`config.mk`:
```
export PLATFORM = sky130hd
export DESIGN_NAME = tx_cell_err_inject
export DESIGN_NICKNAME = d
export VERILOG_FILES = /design/src/rtl/tx_cell_pkg.sv /design/src/rtl/tx_byte_index.sv /design/src/rtl/tx_par_check.sv /design/src/rtl/tx_flip_mask.sv /design/src/rtl/tx_out_stage.sv /design/src/rtl/tx_cell_err_inject.sv
export SDC_FILE = /design/constraint.sdc
export NUM_CORES = 1
export LEC_CHECK = 0
export BUFFER_PORTS_ARGS = -buffer_cell sky130_fd_sc_hd__buf_2
export CORE_UTILIZATION = 44
export DETAILED_ROUTE_END_ITERATION = 16
export PLACE_DENSITY = 0.74
export SETUP_SLACK_MARGIN = 0.4
export SLEW_MARGIN = 10
export SYNTH_ARGS = -nofsm -noshare
export SYNTH_HDL_FRONTEND = slang
export SYNTH_SLANG_ARGS = --single-unit
```
`constraint.sdc`:
```
create_clock -name clk -period 1.2 [get_ports clk]
set_input_delay 0.12 -clock clk [delete_from_list [all_inputs] [get_ports clk]]
set_output_delay 0.12 -clock clk [all_outputs]
set_load 0.1 [all_outputs]
```
`src/rtl/tx_cell_pkg.sv`:
```
package tx_cell_pkg;
  typedef struct packed {
    logic hec;
    logic pay;
  } ins_ctrl_t;

  function automatic logic odd_par_bit(input logic [7:0] d);
    return ~^d;
  endfunction
endpackage

```
`src/rtl/tx_byte_index.sv`:
```
module tx_byte_index #(
  parameter int CELL_LEN = 53,
  localparam int IDX_W = $clog2(CELL_LEN + 1)
) (
  input  logic             clk,
  input  logic             rst_n,
  input  logic             take,
  input  logic             sop,
  output logic [IDX_W-1:0] cur_idx,
  output logic             in_cell
);
  localparam logic [IDX_W-1:0] IDLE = IDX_W'(CELL_LEN);
  logic [IDX_W-1:0] cnt_q;

  always_comb begin
    cur_idx = sop ? '0 : cnt_q;
    in_cell = (cur_idx != IDLE);
  end

  always_ff @(posedge clk or negedge rst_n) begin
    if (!rst_n) cnt_q <= IDLE;
    else if (take) cnt_q <= in_cell ? cur_idx + 1'b1 : IDLE;
  end
endmodule

```
`src/rtl/tx_par_check.sv`:
```
module tx_par_check #(
  parameter int DATA_W = 8
) (
  input  logic              clk,
  input  logic              rst_n,
  input  logic              take,
  input  logic              en,
  input  logic [DATA_W-1:0] data,
  input  logic              par,
  output logic              err
);
  logic bad;
  assign bad = en && !(^{data, par});

  always_ff @(posedge clk or negedge rst_n) begin
    if (!rst_n) err <= 1'b0;
    else err <= take && bad;
  end
endmodule

```
`src/rtl/tx_flip_mask.sv`:
```
module tx_flip_mask
  import tx_cell_pkg::*;
#(
  parameter int DATA_W   = 8,
  parameter int CELL_LEN = 53,
  parameter int HEC_IDX  = 4,
  parameter int FLIP_BIT = 0,
  localparam int IDX_W = $clog2(CELL_LEN + 1)
) (
  input  logic [IDX_W-1:0]  idx,
  input  logic              in_cell,
  input  ins_ctrl_t         ctrl,
  output logic [DATA_W-1:0] mask
);
  logic hit_hec, hit_pay;
  assign hit_hec = ctrl.hec && in_cell && (idx == IDX_W'(HEC_IDX));
  assign hit_pay = ctrl.pay && in_cell && (idx == IDX_W'(CELL_LEN - 1));

  for (genvar b = 0; b < DATA_W; b++) begin : g_bit
    if (b == FLIP_BIT) begin : g_flip
      assign mask[b] = hit_hec | hit_pay;
    end else begin : g_keep
      assign mask[b] = 1'b0;
    end
  end
endmodule

```
`src/rtl/tx_out_stage.sv`:
```
module tx_out_stage
  import tx_cell_pkg::*;
#(
  parameter int DATA_W = 8
) (
  input  logic              clk,
  input  logic              rst_n,
  input  logic              in_valid,
  output logic              in_ready,
  input  logic [DATA_W-1:0] in_data,
  input  logic              in_sop,
  output logic              out_valid,
  input  logic              out_ready,
  output logic [DATA_W-1:0] out_data,
  output logic              out_sop,
  output logic              out_par
);
  assign in_ready = !out_valid || out_ready;
  assign out_par  = ~^out_data;

  always_ff @(posedge clk or negedge rst_n) begin
    if (!rst_n) begin
      out_valid <= 1'b0;
      out_data  <= '0;
      out_sop   <= 1'b0;
    end else if (in_valid && in_ready) begin
      out_valid <= 1'b1;
      out_data  <= in_data;
      out_sop   <= in_sop;
    end else if (out_ready) begin
      out_valid <= 1'b0;
    end
  end
endmodule

```
`src/rtl/tx_cell_err_inject.sv`:
```
module tx_cell_err_inject
  import tx_cell_pkg::*;
#(
  parameter int DATA_W   = 8,
  parameter int CELL_LEN = 53,
  parameter int HEC_IDX  = 4,
  parameter int FLIP_BIT = 0
) (
  input  logic              clk,
  input  logic              rst_n,
  input  logic              in_valid,
  output logic              in_ready,
  input  logic [DATA_W-1:0] in_data,
  input  logic              in_par,
  input  logic              in_sop,
  output logic              out_valid,
  input  logic              out_ready,
  output logic [DATA_W-1:0] out_data,
  output logic              out_par,
  output logic              out_sop,
  input  logic              par_chk_en,
  input  logic              ins_hec_err,
  input  logic              ins_pay_err,
  output logic              par_err
);
  localparam int IDX_W = $clog2(CELL_LEN + 1);

  logic              take;
  logic [IDX_W-1:0]  idx;
  logic              in_cell;
  logic [DATA_W-1:0] mask;
  ins_ctrl_t         ctrl;

  assign take     = in_valid && in_ready;
  assign ctrl.hec = ins_hec_err;
  assign ctrl.pay = ins_pay_err;

  tx_byte_index #(.CELL_LEN(CELL_LEN)) u_idx (
    .clk(clk), .rst_n(rst_n), .take(take), .sop(in_sop),
    .cur_idx(idx), .in_cell(in_cell)
  );

  tx_par_check #(.DATA_W(DATA_W)) u_par (
    .clk(clk), .rst_n(rst_n), .take(take), .en(par_chk_en),
    .data(in_data), .par(in_par), .err(par_err)
  );

  tx_flip_mask #(.DATA_W(DATA_W), .CELL_LEN(CELL_LEN), .HEC_IDX(HEC_IDX),
                 .FLIP_BIT(FLIP_BIT)) u_mask (
    .idx(idx), .in_cell(in_cell), .ctrl(ctrl), .mask(mask)
  );

  tx_out_stage #(.DATA_W(DATA_W)) u_out (
    .clk(clk), .rst_n(rst_n),
    .in_valid(in_valid), .in_ready(in_ready),
    .in_data(in_data ^ mask), .in_sop(in_sop),
    .out_valid(out_valid), .out_ready(out_ready),
    .out_data(out_data), .out_sop(out_sop), .out_par(out_par)
  );
endmodule

```
==> impl_metrics.yaml, run 1 <==
synthesis:
  syn_avg_cell_area_um2: 11.4
  syn_inst: 81
  ys_seq_area_frac: 0.466
  synth_area_um2: 923
  post_synth_num_cell_types: 28
  syn-num-nets: 98
  yosysWarnings: 0
  synth.top_cells.by_area: "dfrtp_1 (35%), mux2_2 (12%), dfstp_2 (11%)"
  synth_seq_cells: 17
  synth.top_cell.area_share: 0.352
  netlist.top_cell.by_area: "dfrtp_1"
placement:
  place.gp.congestion: 0.826
  portBuffers: 29
  hpwlAfterDp_um: 1960
clock_tree:
  cts_root_buffer: "clkbuf_4"
  numCtsBuffers: 3
  htreeDepth: 1
  clock-sinks: 17
  cts_max_path_buffers: 2
grt:
  grt_max_degree: 18
  antenna_found_initial: 0
sta:
  worstEpCategory: "top-level output"
  worst_endpoint: "out_par"
run_status:
  status: "stopped before the end"
  firstError: "[ERROR DPL-0033] detailed placement checks failed during check placement."
  haltStage: "5_1_grt"
floorplanning:
  num_rows: 16
  die_x_um: 47.8
  start_util: 0.471
  ioPinCount: 30
  die_h_um: 47.8
[repair_timing]
item / 4_1_cts
endpoints found under the hold margin: 13
hold buffers: 1
gates cloned: 1
pin swaps: 7
resized for setup: 37
buffers inserted: 9
setup endpoints to repair: 30
[cells in the mapped netlist]
library cell  count
dfrtp_1          13
o21ai_0           5
buf_2             2
a32o_1            1
o31ai_1           1
xnor2_1          11
nor4_1            1
inv_1             1
a221o_1           1
and4_1            1
nand3_1           3
a31oi_1           1
nor3b_1           2
and2_4            1
o211ai_1          1
o22a_1            1
and2_1            1
nor2_1            2
xnor3_1           1
nand2b_1          2
buf_6             1
nor2b_1           2
a21oi_1           1
mux2_2           10
and3_1            3
nand2_1           5
dfstp_2           4
xor2_1            3
[metrics by stage]
stage | cell area (um2) | util | instances | worst slack (ps)
after floorplan | 1070 | - | 81 | -541
after global placement | 1510 | 0.767 | 149 | -222
after detailed placement | 1510 | 0.767 | 149 | -249
after CTS | 1770 | 0.902 | 164 | -519
[cell families after synthesis]
kind of cell,after synthesis,synth area share
DFF,17,0.466
muxes,10,0.122
buffers and inverters,4,0.0271
xor gates and xnor gates,15,0.157
and+or+nand+nor,23,0.141
AOI/OAI and AO/OA,12,0.0867
==> run 2, diff against run 1 <==
--- a/config.mk
+++ b/config.mk
@@ -6,10 +6,10 @@
 export NUM_CORES = 1
 export LEC_CHECK = 0
 export BUFFER_PORTS_ARGS = -buffer_cell sky130_fd_sc_hd__buf_2
-export CORE_UTILIZATION = 44
+export CORE_AREA = 2 2 63 65
 export DETAILED_ROUTE_END_ITERATION = 16
-export PLACE_DENSITY = 0.74
-export SETUP_SLACK_MARGIN = 0.4
+export DIE_AREA = 0 0 65 67
+export PLACE_DENSITY_LB_ADDON = 0.15
 export SLEW_MARGIN = 10
 export SYNTH_ARGS = -nofsm -noshare
 export SYNTH_HDL_FRONTEND = slang
==> constraint.sdc (replaced) <==
create_clock -name clk -period 1.6 [get_ports clk]
set_input_delay 0.16 -clock clk [delete_from_list [all_inputs] [get_ports clk]]
set_output_delay 0.16 -clock clk [all_outputs]
set_load 0.1 [all_outputs]
==> run 2 against run 1 <==
  * The flow now finishes, with violations (setup timing)
  * Synthesized cell count unchanged
  * Area after synthesis unchanged
==> impl_metrics.yaml, run 2 <==
pwr:
  pwr-share-seq: 0.294
  comb_power_share: 0.562
  swShare: 0.453
  p_int_mw: 1.21
  pwr-share-clk: 0.144
  max-vdd-ir-drop_v: 0.000473
  power_mw: 2.22
  p_leak_nw: 0.581
  switching_power_mw: 1.01
  pwr_density_cell_nw_per_um2: 1610
critical_path:
  start_kind: "flop"
  worst_path_largest_cell_delay_ps: 510
  critPathKind: "reg -> out"
  r2r_cells: 4
  crit_end: "out_par"
  path_depth: 4
  crit_buf_inv: 1
  crit_path_frequent_cell: "xnor2_4"
  r2r_end: "u_idx.cnt_q[3]"
  cp_data_required_time_ps: 1440
  endpoint_kind: "output pin"
  cp_max_fo: 2
  path_cells: "xnor2_4 -> xnor2_4 -> xnor2_4 -> buf_12"
  cp_top_family: "XOR/XNOR gates"
  cpMaxStageDelayCell: "dfrtp_4"
  startpoint: "u_out.out_data[4]"
  r2r-start: "u_idx.cnt_q[0]"
  cp.arrival_ps: 1490
  reg2reg_slack_ps: 200
grt:
  antenna_found_initial: 0
  global_route.usage.met1: 0.132
  grt_pass1_wl_um: 3390
  track_usage: 0.104
  grtUsageMet2: 0.166
  gr-usage-met3: 0.0236
  grt_max_degree: 18
  grt-busiest-layer: "met2"
  grt_pass1_vias: 705
  gr-total-overflow: 0
finish:
  diodes: 0
  drive_above_1_share: 0.579
  largest-register: "u_out.out_data"
  multi_input_area_um2: 622
  area_growth_pct: 49.5
  mostFrequentLayoutCell: "buf_2"
  layout_common_cells: "buf_2 (28), dfrtp_4 (9), xnor2_4 (7), mux2_2 (6)"
  top_regs: "u_out.out_data x8, u_idx.cnt_q x6"
  fillers: 358
  final_nets: 132
  largest_reg_flops: 8
  regArea_um2: 464
  design_area_um2: 1380
route:
  drt-initial-drc-count: 8
  vias: 699
  wl_per_cell_um: 12.3
  dr.pass1.iters: 4
  via_per_inst: 4.31
  drc: 0
  ant_nets: 0
  drt_wl_total_um: 2000
clock_tree:
  clock-sinks: 17
  cts_max_path_buffers: 2
  htreeDepth: 1
  cts_root_buffer: "clkbuf_8"
  path_clk_slew_ps: 60
  cts_tree: "yes"
  clk_latency_ps: 250
  numCtsBuffers: 3
run_status:
  failed_checks: "setup timing"
  status: "finished with violations"
sta:
  clock.fmax_mhz: 605
  period_share: 1.03
  finalHoldViolCount: 0
  slew_headroom: 0.675
  period_needed_ps: 1650
  rsz0062_at_grt: "yes"
  finClkSkew_ps: 3.84
  setup_ws_ps: -52.5
  tightest_slew_ps: 492
  slew_viol_final: 0
  finalSetupViolCount: 1
worst_hold_path:
  min-delay-path-class: "in -> reg"
synthesis:
  ys_seq_area_frac: 0.466
  netlist.top_cell.by_area: "dfrtp_1"
  synth_edf_count: 0
  ys_top_cells_by_count: "dfrtp_1 (13), xnor2_1 (11), mux2_2 (10)"
  async_flop_share: 1.00
  synth.top_cells.by_area: "dfrtp_1 (35%), mux2_2 (12%), dfstp_2 (11%)"
  syn-num-nets: 98
  yosysWarnings: 0
  post_synth_num_cell_types: 28
  synth_most_common_cell: "dfrtp_1"
  synth.top_cell.area_share: 0.352
  synth_seq_cells: 17
  syn_inst: 81
  synth_area_um2: 923
  ys.flop_type: "dfrtp_1"
  syn_avg_cell_area_um2: 11.4
placement:
  placedInstanceArea_um2: 1220
  hpwlAfterDp_um: 1500
  portBuffers: 29
  place.gp.congestion: 0.714
floorplanning:
  ioPinCount: 30
  die_area_um2: 4360
  num_rows: 22
  die_x_um: 65
  start_util: 0.256
  die_h_um: 67
  core_um2: 3610
flow_run:
  cap_violations: 0
-- run 2: cell counts after synthesis --
Identical to the previous run, type by type.
-- run 2: metrics by stage --
step,setup WS (ps),setup TNS [ps],util,hold slack (ps),instances
finish,-52.5,-52.5,0.383,149,162
global route,-97.9,-97.9,0.383,148,162
CTS,-93.6,-93.6,0.358,150,160
detailed placement,95.4,0,0.338,116,155
global placement,97.0,0,0.338,116,155
floorplan,-181,-390,-,-136,81
-- run 2: timing repair --
action / in CTS / in global routing
gates resized for setup: 2 / 7
cloned: 0 / 0
hold buffers: 1 / 0
hold endpoints to repair: 13 / 0
setup endpoints to repair: 1 / 1
buffers inserted: 0 / 2
pin swaps: 0 / 5
-- run 2: worst min-delay path by stage --
stage	slack, ps	start	endpoint	cells after the start
global placement	120	rst_n	u_out.out_sop	1
floorplan	-140	rst_n	u_idx.cnt_q[1]	0
detailed placement	120	rst_n	u_out.out_sop	1
finish	150	par_chk_en	u_par.err	2
CTS	150	par_chk_en	u_par.err	2
global route	150	par_chk_en	u_par.err	2
-- run 2: worst register-to-register path, delay by kind of cell (launching register included) --
kind             cells  cell delay (ps)
multiplexers         1              260
AO/OA/AOI/OAI        1              150
AND/OR/NAND/NOR      2              330
flip-flops           1              590
-- run 2: cell type report --
class                   count  share of cell area
flip-flops and latches     17               0.336
well taps                  48              0.0435
multi-input cells          60               0.451
clock buffers               4              0.0326
repair buffers             32               0.134
inverters                   1             0.00272
-- run 2: per-layer routing --
layer,routed length (um),vias to the layer above,share of wire
met5,0,-,0
met4,14,0,0.0070
met3,71,2,0.036
met2,975,13,0.49
met1,935,335,0.47
li1,-,349,-
-- run 2: power by group through the flow --
| stage | combinational (mW) | clock, mW | sequential (mW) |
|---|---|---|---|
| 2_1_floorplan | 0.611 | 0 | 0.902 |
| 3_3_place_gp | 1.13 | 0 | 0.634 |
| 3_5_place_dp | 1.13 | 0 | 0.637 |
| 4_1_cts | 1.16 | 0.332 | 0.632 |
| 5_1_grt | 1.29 | 0.354 | 0.667 |
| 6_report | 1.25 | 0.320 | 0.651 |
-- run 2: cells by family (layout without fill, tap and decap cells) --
group	Yosys count	count (layout)	synth area share
mux	10	10	0.122
compound gates	12	12	0.0867
xor+xnor	15	15	0.157
simple gates	23	23	0.141
buf+inv	4	37	0.0271
flops	17	17	0.466
Note: power is estimated with default switching activity, not from simulation.
==> run 3, diff against run 2 <==
==> constraint.sdc (replaced) <==
create_clock -name clk -period 1.6 [get_ports clk]
set_input_delay 0.16 -clock clk [delete_from_list [all_inputs] [get_ports clk]]
set_output_delay 0.16 -clock clk [all_outputs]
set_load 0.005 [all_outputs]
==> run 3 against run 2 <==
  * The run now ends clean
  * Critical path depth unchanged
  * Clock skew is 2.4 ps lower
  * First-iteration DRC count is 63% higher
  * Clock-buffer cell count did not move
  * Worst hold slack worse by 6.3 ps
  * Non-clock buffer count fell by 2
  * Global-route usage increased by 0.24 points
  * Total power shrank 40%
  * Largest cell class unchanged
  * Largest power group is now registers
==> impl_metrics.yaml, run 3 (synthesis gave the netlist of run 2 again) <==
grt:
  gr-total-overflow: 0
  grt_pass1_wl_um: 3420
  grtUsageMet2: 0.170
  gr-usage-met3: 0.0304
  grt_max_degree: 18
  global_route.usage.met1: 0.132
  track_usage: 0.106
  grt-busiest-layer: "met2"
  grt_pass1_vias: 718
  antenna_found_initial: 0
finish:
  diodes: 0
  top_regs: "u_out.out_data x8, u_idx.cnt_q x6"
  largest-register: "u_out.out_data"
  largest_reg_flops: 8
  fillers: 383
  fin_util: 0.322
  mostFrequentLayoutCell: "buf_2"
  area_growth_pct: 25.9
  final_nets: 130
  multi_input_area_um2: 468
  regArea_um2: 430
  drive_above_1_share: 0.420
  layout_common_cells: "buf_2 (29), dfrtp_1 (13), xnor2_1 (11), mux2_2 (10)"
clock_tree:
  htreeDepth: 1
  cts_root_buffer: "clkbuf_8"
  path_clk_slew_ps: 70
  numCtsBuffers: 3
  cts_tree: "yes"
  cts_resized: 0
  postCtsHoldBufs: 1
  clock-sinks: 17
  clk_latency_ps: 250
  post_cts_buffers: 0
  cts_max_path_buffers: 2
sta:
  slew_viol_final: 0
  finalSetupViolCount: 0
  tns_ps: 0
  finalHoldViolCount: 0
  finClkSkew_ps: 1.45
  rsz0062_at_grt: "no"
  period_share: 0.911
  period_needed_ps: 1460
  clock.fmax_mhz: 686
  slew_headroom: 0.734
  tightest_slew_ps: 399
floorplanning:
  start_util: 0.256
  ioPinCount: 30
  die_x_um: 65
  die_area_um2: 4360
  die_h_um: 67
  core_um2: 3610
  num_rows: 22
flow_run:
  cap_violations: 0
placement:
  hpwlAfterDp_um: 1480
  place.gp.congestion: 0.770
  portBuffers: 29
pwr:
  pwr_density_cell_nw_per_um2: 1140
  p_leak_nw: 0.504
  max-vdd-ir-drop_v: 0.000431
critical_path:
  critPathKind: "reg -> out"
  start_kind: "flop"
  cp_max_fo: 3
  endpoint_kind: "output pin"
  cp.arrival_ps: 1300
  cp_data_required_time_ps: 1440
route:
  drt_wl_total_um: 1980
  drt-initial-drc-count: 13
  via_per_inst: 4.42
  ant_nets: 0
  vias: 707
  drc: 0
  wl_per_cell_um: 12.4
  dr.pass1.iters: 4
worst_hold_path:
  min-delay-path-class: "in -> reg"
run_status:
  status: "finished, final reports clean"
[run 3: cell count changes in the layout (fill, tap and decap cells not counted), sizes merged]
cell and change:
buf -2
[run 3: final cells by class]
type / count / area share
multi-input combinational: 60 / 0.403
tap: 48 / 0.0517
inverter: 1 / 0.00323
sequential: 17 / 0.370
clock buffer: 4 / 0.0388
timing repair buffer: 30 / 0.133
[run 3: power breakdown]
group	internal (mW)	switching, mW	leakage, nW
combinational	0.230	0.154	0.284
clock	0.177	0.157	0.0228
sequential	0.521	0.0828	0.197
total	0.928	0.394	0.504
[run 3: per-stage QoR]
stage	power, mW	area (um2)	setup WS [ps]	hold slack, ps	std cells
final	1.32	1160	142	143	160
after global routing	1.41	1160	45.6	144	160
after CTS	1.34	1160	128	137	160
after detailed placement	1.00	1110	209	113	155
after global placement	0.997	1110	218	119	155
after floorplan	0.858	923	305	-136	81
[run 3: routing by layer]
metal / vias up / wire (um)
met5: - / 0
met3: 4 / 121
met2: 22 / 889
li1: 350 / -
met4: 0 / 35
met1: 331 / 933
[run 3: final timing paths]
kind / start / endpoint / slack [ps] / cells past startpoint
max in group asynchronous: rst_n / u_idx.cnt_q[2] / 920 / 2
min in group asynchronous: rst_n / u_out.out_data[4] / 360 / 2
hold / removal: par_chk_en / u_par.err / 140 / 2
hold reg to reg: u_out.out_sop / u_out.out_sop / 510 / 1
setup / recovery: u_out.out_data[7] / out_par / 140 / 4
setup reg to reg: u_idx.cnt_q[0] / u_idx.cnt_q[3] / 200 / 4
[run 3: critical path, stage by stage (launching register included)]
cell and delay [ps]:
dfrtp_1 400, xnor2_1 220, xnor2_1 160, xnor2_1 140
buf_2 130
==> run 4, diff against run 3 <==
--- a/config.mk
+++ b/config.mk
@@ -5,10 +5,11 @@
 export SDC_FILE = /design/constraint.sdc
 export NUM_CORES = 1
 export LEC_CHECK = 0
-export BUFFER_PORTS_ARGS = -buffer_cell sky130_fd_sc_hd__buf_2
 export CORE_AREA = 2 2 63 65
+export CTS_CLUSTER_DIAMETER = 200
 export DETAILED_ROUTE_END_ITERATION = 16
 export DIE_AREA = 0 0 65 67
+export DONT_BUFFER_PORTS = 1
 export PLACE_DENSITY_LB_ADDON = 0.15
 export SLEW_MARGIN = 10
 export SYNTH_ARGS = -nofsm -noshare
==> run 4 against run 3 <==
  * Fmax grew 4.7%
  * Critical path depth did not move
  * Utilization fell by 3.7 points
  * Setup slack gained 65 ps
  * Final area fell by 12%
  * First-iteration DRC count rose by 31%
  * Sequential power rose by 1%
  * Die area unchanged
  * Sequential share of layout area increased by 4.9 points
  * Combinational power shrank 24%
  * Final cell count fell by 18%
==> impl_metrics.yaml, run 4 (synthesis gave the netlist of run 2 again) <==
placement:
  placedInstanceArea_um2: 962
  hpwlAfterDp_um: 1450
  place.gp.congestion: 0.758
  dp_slack_ps: 217
  dp_cells: 126
  portBuffers: 0
clock_tree:
  cts_max_path_buffers: 2
  numCtsBuffers: 3
  cts_resized: 0
  cts_tree: "yes"
  cts_root_buffer: "clkbuf_8"
  htreeDepth: 1
  path_clk_slew_ps: 70
  clock-sinks: 17
  clk_latency_ps: 250
floorplanning:
  start_util: 0.256
  ioPinCount: 30
  core_um2: 3610
  die_x_um: 65
  die_h_um: 67
  die_area_um2: 4360
  num_rows: 22
pwr:
  max-vdd-ir-drop_v: 0.000275
  pwr_density_cell_nw_per_um2: 1190
  pwr-share-seq: 0.502
  pwr-share-clk: 0.259
  comb_power_share: 0.239
  switching_power_mw: 0.347
  swShare: 0.284
  power_mw: 1.22
  p_int_mw: 0.872
  p_leak_nw: 0.393
finish:
  layout_common_cells: "dfrtp_1 (13), xnor2_1 (11), mux2_2 (10), nand2_1 (5), o21ai_0 (5)"
  drive_above_1_share: 0.214
  area_growth_pct: 11.2
  largest_reg_flops: 8
  largest-register: "u_out.out_data"
  top_regs: "u_out.out_data x8, u_idx.cnt_q x6"
  final_nets: 102
  final_cell_count_no_fill: 132
  fin_util: 0.285
  design_area_um2: 1030
  mostFrequentLayoutCell: "dfrtp_1"
  diodes: 0
sta:
  finClkSkew_ps: 3.33
  setup_ws_ps: 207
  period_share: 0.871
  tns_ps: 0
  tightest_slew_ps: 806
  slew_headroom: 0.461
  period_needed_ps: 1390
  fin_hold_ws_ps: 19.5
  finalSetupViolCount: 0
  slew_viol_final: 0
  finalHoldViolCount: 0
  rsz0062_at_grt: "no"
  clock.fmax_mhz: 718
grt:
  grt_pass1_wl_um: 3130
  grt_pass1_vias: 631
  track_usage: 0.0963
  gr-total-overflow: 0
  antenna_found_initial: 0
  grt_max_degree: 18
route:
  ant_nets: 0
  drc: 0
  drt_wl_total_um: 1890
  drt-initial-drc-count: 17
  vias: 627
  via_per_inst: 4.75
  dr.pass1.iters: 4
  wl_per_cell_um: 14.3
critical_path:
  cp_data_required_time_ps: 1790
  start_kind: "flop"
  cp_max_fo: 9
  critPathKind: "reg -> reg"
  cp.arrival_ps: 1590
  endpoint_kind: "flop"
worst_hold_path:
  min-delay-path-class: "in -> reg"
run_status:
  status: "finished, final reports clean"
flow_run:
  cap_violations: 0
run 4: changes by cell type in the layout (fill, tap and decap cells not counted):
| cell | delta |
|---|---|
| dlygate4sd3_1 | +1 |
| buf_2 | -29 |
run 4: timing repair:
| item | CTS | global route |
|---|---|---|
| hold buffers | 1 | 1 |
| buffers inserted | 0 | 0 |
| endpoints found under the hold margin | 17 | 1 |
run 4: metal layers:
| layer | wire [um] | vias up | track usage | share of wire |
|---|---|---|---|---|
| met3 | 177 | 4 | 0.0422 | 0.094 |
| met4 | 14 | 0 | 0.0399 | 0.0074 |
| met5 | 0 | - | 0 | 0 |
| met1 | 811 | 311 | 0.116 | 0.43 |
| li1 | - | 288 | - | - |
| met2 | 882 | 24 | 0.149 | 0.47 |
run 4: worst max-delay path, cell delays in order, from the launching register on:
cell,delay (ps)
dfrtp_1,390
nand2b_1,210
nand2_1,270
nor4_1,320
a221o_1,150
run 4: final timing paths:
kind | start | endpoint | slack (ps) | cells past startpoint
setup / recovery | u_out.out_valid | u_idx.cnt_q[5] | 210 | 4
min in group asynchronous | rst_n | u_out.out_data[4] | 440 | 1
hold / removal | in_valid | u_out.out_valid | 20 | 1
hold reg to reg | u_idx.cnt_q[2] | u_idx.cnt_q[2] | 510 | 2
setup reg to reg | u_out.out_valid | u_idx.cnt_q[5] | 210 | 4
max in group asynchronous | rst_n | u_out.out_valid | 650 | 1
run 4: power by group through the flow:
stage	clock [mW]	combinational, mW	sequential, mW
after floorplan	0	0.261	0.596
after global placement	0	0.281	0.620
after detailed placement	0	0.283	0.623
after CTS	0.333	0.295	0.615
after global routing	0.361	0.329	0.630
final	0.315	0.291	0.612
run 4: final cells by class:
| type | instances | area, um2 |
|---|---|---|
| Sequential cell | 17 | 430 |
| Clock buffer | 4 | 45.0 |
| Inverter | 1 | 3.75 |
| Multi-Input combinational cell | 60 | 468 |
| Fill cell | 385 | 2580 |
| Tap cell | 48 | 60.1 |
| Timing Repair Buffer | 2 | 20.0 |
